===== src/rtl/vagen_pkg.sv =====
package vagen_pkg;

   typedef enum logic [1:0] {
      AG_UNIT   = 2'd0,
      AG_STRIDE = 2'd1,
      AG_INDEX  = 2'd2,
      AG_CREATE = 2'd3
   } ag_mode_e;

   typedef enum logic [1:0] {
      ST_IDLE = 2'd0,
      ST_WAIT = 2'd1,
      ST_RUN  = 2'd2
   } ag_state_e;

endpackage


===== src/rtl/vagen_len_clamp.sv =====
module vagen_len_clamp #(
   parameter int LW    = 8,
   parameter int MAXVL = 64,
   parameter int CW    = $clog2(MAXVL + 1)
) (
   input  logic [LW-1:0] req_len,
   output logic [CW-1:0] eff_len
);
   localparam longint REQ_MAX = (longint'(1) << LW) - 1;

   generate
      if (REQ_MAX <= MAXVL) begin : g_direct
         // the request can never exceed the register size
         assign eff_len = CW'(req_len);
      end else begin : g_limit
         assign eff_len = (req_len > LW'(MAXVL)) ? CW'(MAXVL) : CW'(req_len);
      end
   endgenerate
endmodule


===== src/rtl/vagen_startup.sv =====
module vagen_startup #(
   parameter int STARTUP = 12,
   parameter int SW      = $clog2(STARTUP + 1)
) (
   input  logic clk,
   input  logic rst_n,
   input  logic arm,
   output logic expire
);
   logic [SW-1:0] cnt;

   // arm loads STARTUP-1; expire fires when one count remains, so the
   // first load happens exactly STARTUP edges after the arming edge
   always_ff @(posedge clk) begin
      if (!rst_n)
         cnt <= '0;
      else if (arm)
         cnt <= SW'(STARTUP - 1);
      else if (cnt != '0)
         cnt <= cnt - 1'b1;
   end

   assign expire = (cnt == SW'(1));
endmodule


===== src/rtl/vagen_elem_gen.sv =====
module vagen_elem_gen
   import vagen_pkg::*;
#(
   parameter int AW         = 64,
   parameter int DW         = 64,
   parameter int ELEM_BYTES = 8
) (
   input  logic          clk,
   input  logic          rst_n,
   input  logic          init,
   input  logic          step,
   input  ag_mode_e      mode,
   input  logic [AW-1:0] base,
   input  logic [AW-1:0] stride,
   input  logic [DW-1:0] idx_data,
   output logic [AW-1:0] value
);
   logic [AW-1:0] pitch;
   logic [AW-1:0] offs;
   logic [AW-1:0] idx_ext;

   always_comb pitch = (mode == AG_UNIT) ? AW'(ELEM_BYTES) : stride;

   // running product: offs always equals element number times pitch
   always_ff @(posedge clk) begin
      if (!rst_n)
         offs <= '0;
      else if (init)
         offs <= '0;
      else if (step)
         offs <= offs + pitch;
   end

   generate
      if (DW >= AW) begin : g_idx_trunc
         assign idx_ext = idx_data[AW-1:0];
      end else begin : g_idx_zext
         assign idx_ext = {{(AW-DW){1'b0}}, idx_data};
      end
   endgenerate

   always_comb begin
      unique case (mode)
         AG_INDEX:  value = base + idx_ext;
         AG_CREATE: value = offs;
         default:   value = base + offs;
      endcase
   end
endmodule


===== src/rtl/vec_agen.sv =====
module vec_agen
   import vagen_pkg::*;
#(
   parameter int AW         = 64,
   parameter int DW         = 64,
   parameter int LW         = 8,
   parameter int MAXVL      = 64,
   parameter int STARTUP    = 12,
   parameter int ELEM_BYTES = 8,
   localparam int EW        = $clog2(MAXVL),
   localparam int CW        = $clog2(MAXVL + 1)
) (
   input  logic          clk,
   input  logic          rst_n,
   input  logic          start,
   input  logic [1:0]    mode,
   input  logic [AW-1:0] base,
   input  logic [AW-1:0] stride,
   input  logic [LW-1:0] vlen,
   output logic [EW-1:0] idx_rd_addr,
   input  logic [DW-1:0] idx_rd_data,
   output logic          out_valid,
   input  logic          out_ready,
   output logic [AW-1:0] out_addr,
   output logic [EW-1:0] out_elem,
   output logic          out_create,
   output logic          busy,
   output logic          done
);
   generate
      if (STARTUP < 2) begin : g_bad_startup
         $error("vec_agen: STARTUP must be at least 2");
      end
      if (MAXVL < 2) begin : g_bad_maxvl
         $error("vec_agen: MAXVL must be at least 2");
      end
      if (ELEM_BYTES < 1) begin : g_bad_elem
         $error("vec_agen: ELEM_BYTES must be positive");
      end
   endgenerate

   ag_state_e     state;
   ag_mode_e      cap_mode;
   logic [AW-1:0] cap_base;
   logic [AW-1:0] cap_stride;
   logic [CW-1:0] cap_len;
   logic [CW-1:0] gen_idx;
   logic [CW-1:0] req_len;
   logic [AW-1:0] elem_value;
   logic          accept;
   logic          can_load;
   logic          expire;

   vagen_len_clamp #(.LW(LW), .MAXVL(MAXVL), .CW(CW)) u_clamp (
      .req_len (vlen),
      .eff_len (req_len)
   );

   vagen_startup #(.STARTUP(STARTUP)) u_startup (
      .clk    (clk),
      .rst_n  (rst_n),
      .arm    (accept && (req_len != '0)),
      .expire (expire)
   );

   vagen_elem_gen #(.AW(AW), .DW(DW), .ELEM_BYTES(ELEM_BYTES)) u_elem (
      .clk      (clk),
      .rst_n    (rst_n),
      .init     (accept),
      .step     (can_load),
      .mode     (cap_mode),
      .base     (cap_base),
      .stride   (cap_stride),
      .idx_data (idx_rd_data),
      .value    (elem_value)
   );

   assign accept      = start && (state == ST_IDLE);
   assign can_load    = (state == ST_RUN) && (gen_idx < cap_len) &&
                        (!out_valid || out_ready);
   assign idx_rd_addr = gen_idx[EW-1:0];
   assign busy        = (state != ST_IDLE);

   always_ff @(posedge clk) begin
      if (!rst_n) begin
         state      <= ST_IDLE;
         cap_mode   <= AG_UNIT;
         cap_base   <= '0;
         cap_stride <= '0;
         cap_len    <= '0;
         gen_idx    <= '0;
         out_valid  <= 1'b0;
         out_addr   <= '0;
         out_elem   <= '0;
         out_create <= 1'b0;
         done       <= 1'b0;
      end else begin
         done <= 1'b0;
         unique case (state)
            ST_IDLE: begin
               if (start) begin
                  cap_mode   <= ag_mode_e'(mode);
                  cap_base   <= base;
                  cap_stride <= stride;
                  cap_len    <= req_len;
                  gen_idx    <= '0;
                  if (req_len == '0)
                     done <= 1'b1;
                  else
                     state <= ST_WAIT;
               end
            end
            ST_WAIT: begin
               if (expire)
                  state <= ST_RUN;
            end
            ST_RUN: begin
               if (can_load) begin
                  out_valid  <= 1'b1;
                  out_addr   <= elem_value;
                  out_elem   <= gen_idx[EW-1:0];
                  out_create <= (cap_mode == AG_CREATE);
                  gen_idx    <= gen_idx + 1'b1;
               end else if (out_valid && out_ready) begin
                  out_valid <= 1'b0;
                  done      <= 1'b1;
                  state     <= ST_IDLE;
               end
            end
            default: state <= ST_IDLE;
         endcase
      end
   end
endmodule


===== config.mk =====
export PLATFORM = sky130hd
export DESIGN_NAME = vec_agen
export DESIGN_NICKNAME = d
export VERILOG_FILES = /design/src/rtl/vagen_pkg.sv /design/src/rtl/vagen_len_clamp.sv /design/src/rtl/vagen_startup.sv /design/src/rtl/vagen_elem_gen.sv /design/src/rtl/vec_agen.sv
export SDC_FILE = /design/constraint.sdc
export NUM_CORES = 1
export LEC_CHECK = 0
export BUFFER_PORTS_ARGS = -buffer_cell sky130_fd_sc_hd__buf_4
export CAP_MARGIN = 20
export CORE_MARGIN = 5
export CORE_UTILIZATION = 55
export DETAILED_ROUTE_END_ITERATION = 8
export PLACE_DENSITY = 0.73
export SETUP_SLACK_MARGIN = 0.4
export SYNTH_ARGS = -nofsm -noshare
export SYNTH_HDL_FRONTEND = slang
export SYNTH_SLANG_ARGS = --single-unit

===== constraint.sdc =====
create_clock -name clk -period 5.3 [get_ports clk]
set_clock_uncertainty 0.15 [all_clocks]
set_input_delay 0.53 -clock clk [delete_from_list [all_inputs] [get_ports clk]]
set_output_delay 0.53 -clock clk [all_outputs]
set_load 0.005 [all_outputs]

; ---- Word level (Yosys, flattened, before mapping)
; Index checks and enable logic that the tools add are counted.
[classes]
n_addsub = 5
n_lt_le_gt_ge = 2
eq_ne = 11
n_mux = 21
bitwise = 1
reduce_logical = 23
[ops]
columns = cell, count
row1 = adder 64 bit, 3
row2 = one-hot mux 64 bit (2 select lines), 1
row3 = two-way mux 64 bit, 1
row4 = two-way mux 7 bit, 3
row5 = one-hot mux 7 bit (2 select lines), 1
row6 = two-way mux 2 bit, 5
row7 = "inequality test 2 bit, second input constant", 5
row8 = "> comparator 8 x 7 -> 1 bit, second input constant", 1
row9 = two-way mux 4 bit, 2
row10 = nonzero test 2 bit, 4
row11 = "adder 7 x 1 -> 7 bit, second input constant", 1
row12 = logical NOT 7 bit, 1
row13 = < comparator 7 bit, 1
row14 = nonzero test 7 bit, 1
row15 = "equality test 2 bit, second input constant", 3
row16 = two-way mux 1 bit, 6
row17 = one-hot mux 2 bit (3 select lines), 1
row18 = AND reduction 2 bit, 3
row19 = logical AND 1 bit, 5
row20 = AND reduction 5 bit, 1
row21 = "equality test 4 x 1 -> 1 bit, second input constant", 1
row22 = logical NOT 2 bit, 2
row23 = nonzero test 4 bit, 1
row24 = OR reduction 2 bit, 2
row25 = other kinds (8), 8
[word_totals]
regBits = 287
out_inout_bits = 80

; ---- Depth between registers and ports, before layout
; Gate-level depths: netlist (run 1).
[depth]
ltp_word = 6
mapped_depth = 17
ltp_nobuf = 15

; ---- Cells and area by module
; Synthesis (run 1) repeated with hierarchy kept, for this count alone.
[hier_totals]
cells_unflattened = 2639
area_unflattened_um2 = 20328.2
[by_module_without_submodules]
columns = module, instances, cells_per_inst, area_each_um2
row1 = vagen_elem_gen, 1, 1616, 11746.3
row2 = vec_agen, 1, 998, 8354.3
row3 = vagen_startup, 1, 18, 176.4
row4 = vagen_len_clamp, 1, 7, 51.3

; ---- Worst setup path before layout (run 1)
; Ideal clock, no wire load.
[synth_timing]
path_type = register to register
startpoint = register cap_mode[1]
endpoint = register out_addr[60]
setup_ps = 91
arrival_time_ps = 4232
t_required_ps = 5059
slack_ps = 827
stages_incl_launch_ff = 18
path_buffers = 2
period_less_slack_ps = 4473
path_cell_list = dfxtp_1 nor2b_1 clkbuf_1 clkbuf_1 mux2_2 ha_1 inv_1 fa_1 and2b_1 o2111ai_1 a211oi_1 o21ai_1 a2111oi_1 o22ai_1 o31a_1 nor2_1 a2111oi_0 a311oi_1
[synth_via]
elab_chain_cells = 2
word_cells_on_any_way = 3
cone_classes = eq/ne (2) / mux (1)
[synth_lines]
columns = element, line_no
row1 = "start, declared", vec_agen.sv:43  ; ag_mode_e cap_mode;
row2 = "start signal, assigned", vec_agen.sv:102  ; cap_mode <= ag_mode_e'(mode);
row3 = equality test 2 bit, vagen_elem_gen.sv:43  ; unique case (mode)
row4 = one-hot mux 64 bit (2 select lines) (*), vagen_elem_gen.sv:43
row5 = "end signal, assigned", vec_agen.sv:120  ; out_addr <= elem_value;
row6 = "end, declared", vec_agen.sv:24  ; output logic [AW-1:0] out_addr,
; Every way passes the cells marked *; elsewhere a longest branch is shown, timed or not.
; A chain may end at the register's enable or synchronous reset.

; ---- Worst setup path after layout (run 1)
[layout_timing]
startpoint = register cap_mode[1]
endpoint = register out_addr[39]
; The elaborated chain is that of the path after synthesis.

==> impl_metrics.tcl, run 1 <==
set metrics [dict create \
    outcome "finished, final reports clean" \
    slew_viol_final 0 \
    syn-num-nets 2993 \
    grt_setup_unrepaired "yes" \
    grt_start_max_net_pins 82 \
    finalSetupViolations 0 \
    ioPinCount 286 \
    p_int_mw 4.89 \
    via_per_inst 6.15 \
    min_period_over_period 0.908 \
    grt_pass1_wl_mm 106 \
    yosys_warnings 0 \
    synth.avg_cell_area_sq_um 7.40 \
    crit_path_end "out_addr[39]$_SDFFE_PN0P_" \
    netlist_area_sq_um 19600 \
    p_sw_mw 2.77 \
    post_route_cells_drive_above_1_share 0.172 \
    hold_buffers 0 \
    clock_path_buffers 3 \
    power.leakage_nw 10.0 \
    seqPwrFrac 0.354 \
    power_mw 7.65 \
    powerDensity_nw_per_um2 331 \
    ys_seq_elements 287 \
    fin_util 0.653 \
    ys_types 90 \
    worstMarginPinSlew_ps 923 \
    grt_antenna_before_repair 0 \
    wirelength_mm 68.2 \
    start_util 0.553 \
    clk_pin_slew_worst_paths_ps 60 \
    cp-end-kind "flop" \
    antenna_cells 0 \
    synth.largest_area_cell "dfxtp_1" \
    swShare 0.361 \
    r2r-end "out_addr[39]$_SDFFE_PN0P_" \
    synth_edf_count 0 \
    hold_violations 0 \
    cap_viol_max_count 0 \
    timing.setup.tns_ps 0 \
    ys.flop_type "dfxtp_1" \
    dp_slack_ps -43.6 \
    crit_type "reg -> reg" \
    overflow 0 \
    cts_max_level 2 \
    hold_path.class "in -> reg" \
    cts_root_buf "clkbuf_16" \
    yosysMostFrequentCell "nand2_1" \
    cts.sinks 287 \
    core_area_sq_um 35400 \
    clock.fmax_mhz 208 \
    setup_ws_ps 489 \
    grt_use_total 0.332 \
    rows 69 \
    reg2regPathDepth 15 \
    min_period_ps 4810 \
    finalNetCount 3169 \
    num-fill-cells 3094 \
    worstPathRequired_ps 5560 \
    synth_common_cells "539 x nand2_1, 395 x a21oi_1, 287 x dfxtp_1" \
    cts_tree "done" \
    startpoint "cap_mode[1]$_SDFFE_PN0P_" \
    start_kind "flop" \
    vias 20300 \
    dieHeight_um 199 \
    ys_seq_area_frac 0.293 \
    gp_congestion 0.961 \
    port_buffers 285 \
    synth.area.top_cells "dfxtp_1 29%, nand2_1 10%, a21oi_1 10%" \
    drc 0 \
    vdd_ir_drop_max_v 0.000349 \
    combPwrFrac 0.318 \
    hpwlAfterDp_mm 51.3 \
    dieArea_sq_um 39500 \
    syn_inst 2646 \
    crit_arrival_ps 5070 \
    first_iter_violations 1406 \
    clk_latency_ps 570 \
    numCtsBuffers 35 \
    fp.dieW_um 199 \
    r2r-start "cap_mode[1]$_SDFFE_PN0P_" \
    clockPowerShare 0.328 \
    async_flop_share 0 \
    r2r_slack_ps 490 \
    synth_top_area_frac 0.293 \
    slew-limit-headroom 0.385 \
    wire_per_inst_um 20.6 \
    grt_pass1_vias 19300 \
    postRouteAntennaNets 0 \
    first_pass_iters 5 \
    crit_fanout 16 \
    area_growth_pct 18.0 \
]
[what timing repair did]
item,4_1_cts,5_1_grt
endpoints found under the setup margin,12,17
setup buffers,2,3
gates resized for setup,4,11
pin swaps,1,1
cloned,0,1
[worst max-delay path: stages (launching register included)]
cell and delay, ps:
dfxtp_2 480, nor2b_4 290, buf_4 290, buf_4 320
mux2_2 380, ha_1 380, a21oi_1 250, o21ai_0 130
a31oi_1 160, o41a_1 330, o21bai_1 190, a311o_1 430
a21oi_1 310, o221ai_1 200, xnor2_1 210, o221ai_1 130
[placed cells by master, fill, tap and decap left out, types with 16 or more instances in the layout]
cell,netlist,final
nand4_1,44,44
buf_4,9,323
a31oi_1,21,21
nor2_1,139,137
ha_1,139,139
o21bai_1,24,24
a21oi_1,395,393
dfxtp_1,287,285
nor3_1,48,47
xnor2_1,59,59
a211oi_1,32,31
nand2_1,539,536
nand3_1,53,53
nor2b_1,78,77
a21o_1,85,84
o21ai_0,120,120
o21ai_1,16,16
mux2_2,63,63
xor2_1,46,46
clkbuf_16,0,35
inv_1,45,44
[registers in the layout, summed over array words and instances (netlist names)]
register	flops
out_create	1
out_elem	6
state	2
cap_len	7
out_valid	1
out_addr	64
u_startup.cnt	4
cap_stride	64
cap_mode	2
done	1
gen_idx	7
cap_base	64
u_elem.offs	64
[final cells by class]
cell class / count / area, sq um / area share
Inverter: 45 / 174 / 0.00753
Multi-Input combinational cell: 2129 / 13000 / 0.562
Clock inverter: 14 / 213 / 0.00920
Sequential cell: 287 / 5750 / 0.249
Clock buffer: 46 / 967 / 0.0419
Tap cell: 461 / 577 / 0.0250
Timing Repair Buffer: 324 / 2440 / 0.105
[logic make-up (layout without fill, tap and decap cells)]
kind of cell               after synthesis  after routing  synth area share
DFF                                    287            287             0.293
and+or+nand+nor                        991            992             0.226
adders and majority gates              141            141            0.0908
muxes                                   69             69            0.0393
buffers and inverters                  231            429            0.0493
xor gates and xnor gates               105            105            0.0469
AOI/OAI and AO/OA                      822            822             0.254
[per-stage QoR]
| stage | cells | cell area, sq um | hold slack, ps |
|---|---|---|---|
| after floorplan | 2646 | 19600 | 282 |
| after global routing | 3306 | 23100 | 34.1 |
| after global placement | 3240 | 21800 | 289 |
| after CTS | 3302 | 23000 | 1.42 |
| after detailed placement | 3240 | 21800 | 293 |
| final | 3306 | 23100 | 26.0 |
[how the worst min path moves through the flow]
| stage | startpoint | endpoint | cells past startpoint |
|---|---|---|---|
| CTS | vlen[5] | cap_len[5]$_SDFFE_PN0P_ | 3 |
| global route | vlen[0] | cap_len[0]$_SDFFE_PN0P_ | 2 |
| detailed placement | cap_stride[46]$_SDFFE_PN0P_ | cap_stride[46]$_SDFFE_PN0P_ | 2 |
| global placement | cap_stride[39]$_SDFFE_PN0P_ | cap_stride[39]$_SDFFE_PN0P_ | 2 |
| finish | vlen[5] | cap_len[5]$_SDFFE_PN0P_ | 3 |
| floorplan | cap_stride[3]$_SDFFE_PN0P_ | cap_stride[3]$_SDFFE_PN0P_ | 2 |
[per-layer routing]
metal,global-route usage,vias up,routed length (um)
li1,-,9713,-
met1,0.457,9616,29300
met2,0.538,871,31300
met3,0.0506,135,5640
met4,0.107,0,2060
met5,0,-,0
[power by group through the flow]
stage | Sequential [mW] | Clock [mW] | Combinational, mW
6_report | 2.71 | 2.51 | 2.43
5_1_grt | 2.73 | 2.65 | 2.66
4_1_cts | 2.70 | 2.55 | 2.39
3_5_place_dp | 2.74 | 0 | 2.37
3_3_place_gp | 2.73 | 0 | 2.32
2_1_floorplan | 2.65 | 0 | 1.63
Power figures use the tool's default switching activity.
==> run 2: changes to the inputs <==
Settings changed: RECOVER_POWER from default to 25.
==> run 2 against run 1 <==
Critical path depth decreased by 1. Count of clock-buffer cells in the layout stayed put. Register-to-register slack barely moved. Combinational power about the same. Final cell count did not move. Sequential power hardly changed. Design area fell by 0.26%. Maximum frequency hardly changed. Via count barely moved. Sequential share of layout area up 0.065 points. Setup slack worse by 0.65 ps. Sequential cell count unchanged. Largest cell class unchanged.
==> impl_metrics.tcl, run 2 (synthesis results as in run 1) <==
set metrics [dict create \
    port_buffers 285 \
    reg2regPathDepth 14 \
    drc 0 \
    grt_pass1_vias 19300 \
    start_util 0.553 \
    outcome "finished, final reports clean" \
    cts_tree "done" \
    grt_use_total 0.332 \
    first_iter_violations 1552 \
    whs_path_depth 3 \
    first_pass_iters 6 \
    hold_buffers 0 \
    num-fill-cells 3118 \
    hold_path.class "in -> reg" \
    slowest_stage "or4_4" \
    clock_path_buffers 3 \
    min_period_over_period 0.908 \
    grt_start_max_net_pins 82 \
    start_kind "flop" \
    multi_input_area_sq_um 13000 \
    finalNetCount 3169 \
    via_per_inst 6.16 \
    power.leakage_nw 9.92 \
    hold_end "cap_len[5]$_SDFFE_PN0P_" \
    grt_antenna_before_repair 0 \
    cap_viol_max_count 0 \
    area_growth_pct 17.7 \
    crit_type "reg -> reg" \
    regArea_sq_um 5750 \
    antenna_cells 0 \
    wirelength_mm 68.1 \
    postRouteAntennaNets 0 \
    hp-start "vlen[5]" \
    cts_root_buf "clkbuf_16" \
    worstPathRequired_ps 5600 \
    vias 20400 \
    slowest_delay_ps 550 \
    grt_pass1_wl_mm 106 \
    post_route_cells_drive_above_1_share 0.166 \
    path_cells "nor2b_4 > buf_4 > mux2_2 > ha_1 > nand4_1 > a21oi_4 > a21oi_2 > o41a_1 > or4_4 > o211ai_2 > a21boi_4 > o21ai_2 > xnor2_1 > a2111oi_2" \
    crit_arrival_ps 5110 \
    power_mw 7.62 \
    overflow 0 \
    wire_per_inst_um 20.6 \
    final_common_cell "nand2_1" \
    cpLargestDelayFamily "compound AO/OA/AOI/OAI gates" \
    slew_viol_final 0 \
    clk_pin_slew_worst_paths_ps 60 \
    numCtsBuffers 35 \
    hpwlAfterDp_mm 51.3 \
    r2r-start "cap_mode[1]$_SDFFE_PN0P_" \
    slew-limit-headroom 0.392 \
    clk_latency_ps 570 \
    cts_max_level 2 \
    r2r_slack_ps 490 \
    finalSetupViolations 0 \
    rows 69 \
    min_period_ps 4810 \
    r2r-end "out_addr[55]$_SDFFE_PN0P_" \
    cp-end-kind "flop" \
    vdd_ir_drop_max_v 0.000348 \
    clock.fmax_mhz 208 \
    hold_violations 0 \
    final_cell_mix "536 x nand2_1, 393 x a21oi_1, 285 x dfxtp_1" \
    grt_setup_unrepaired "yes" \
    worstMarginPinSlew_ps 912 \
    cts.sinks 287 \
    fin_util 0.651 \
    powerDensity_nw_per_um2 331 \
    final_cells 3306 \
    whs_ps 29.7 \
    startpoint "cap_mode[1]$_SDFFE_PN0P_" \
    gp_congestion 0.961 \
    crit_fanout 15 \
    timing.setup.tns_ps 0 \
    dieHeight_um 199 \
    dieArea_sq_um 39500 \
    critPathBufInv 1 \
    fp.dieW_um 199 \
    core_area_sq_um 35400 \
    ioPinCount 286 \
    dp.cells 3240 \
]
## run 2: tightest hold or removal path, stage by stage
cell and delay [ps]:
buf_4 80, nand2_1 40, o21ai_0 70
## run 2: worst max-delay path by stage
stage	to	slack, ps	cells past startpoint
final	out_addr[55]$_SDFFE_PN0P_	490	14
after global routing	out_addr[60]$_SDFFE_PN0P_	340	15
after CTS	out_addr[60]$_SDFFE_PN0P_	400	15
after detailed placement	out_addr[61]$_SDFFE_PN0P_	-40	15
after global placement	out_addr[61]$_SDFFE_PN0P_	50	15
after floorplan	out_addr[60]$_SDFFE_PN0P_	830	17
## run 2: metal layers
layer  track usage  up-vias  wire length [um]
met1         0.457     9664             29500
met5             0        -                 0
li1              -     9707                 -
met4         0.107        0              1950
met2         0.538      862             31300
met3        0.0506      120              5380
## run 2: area by class of cell
type,count,share of cell area
clock buffer,46,0.0420
clock inverter,14,0.00923
inverter,45,0.00755
multi-input combinational,2129,0.564
sequential,287,0.249
tap,461,0.0250
timing repair buffer,324,0.103
## run 2: stage by stage
| step | worst slack, ps | cell area, sq um |
|---|---|---|
| 2_1_floorplan | 827 | 19600 |
| 3_3_place_gp | 53.1 | 21800 |
| 3_5_place_dp | -43.6 | 21800 |
| 4_1_cts | 403 | 23000 |
| 5_1_grt | 339 | 23000 |
| 6_report | 488 | 23000 |
## run 2: power by group
part | switching [mW] | total, mW | leakage, nW | internal [mW]
Clock | 1.02 | 2.51 | 0.574 | 1.49
Combinational | 1.50 | 2.41 | 7.01 | 0.907
Sequential | 0.240 | 2.70 | 2.34 | 2.46
## run 2: repair_timing
item	in CTS	in global routing
pin swaps	1	1
gates resized for setup	4	11
endpoints found under the setup margin	12	17
setup buffers	2	3
cloned	0	1
hold endpoints to repair	0	0
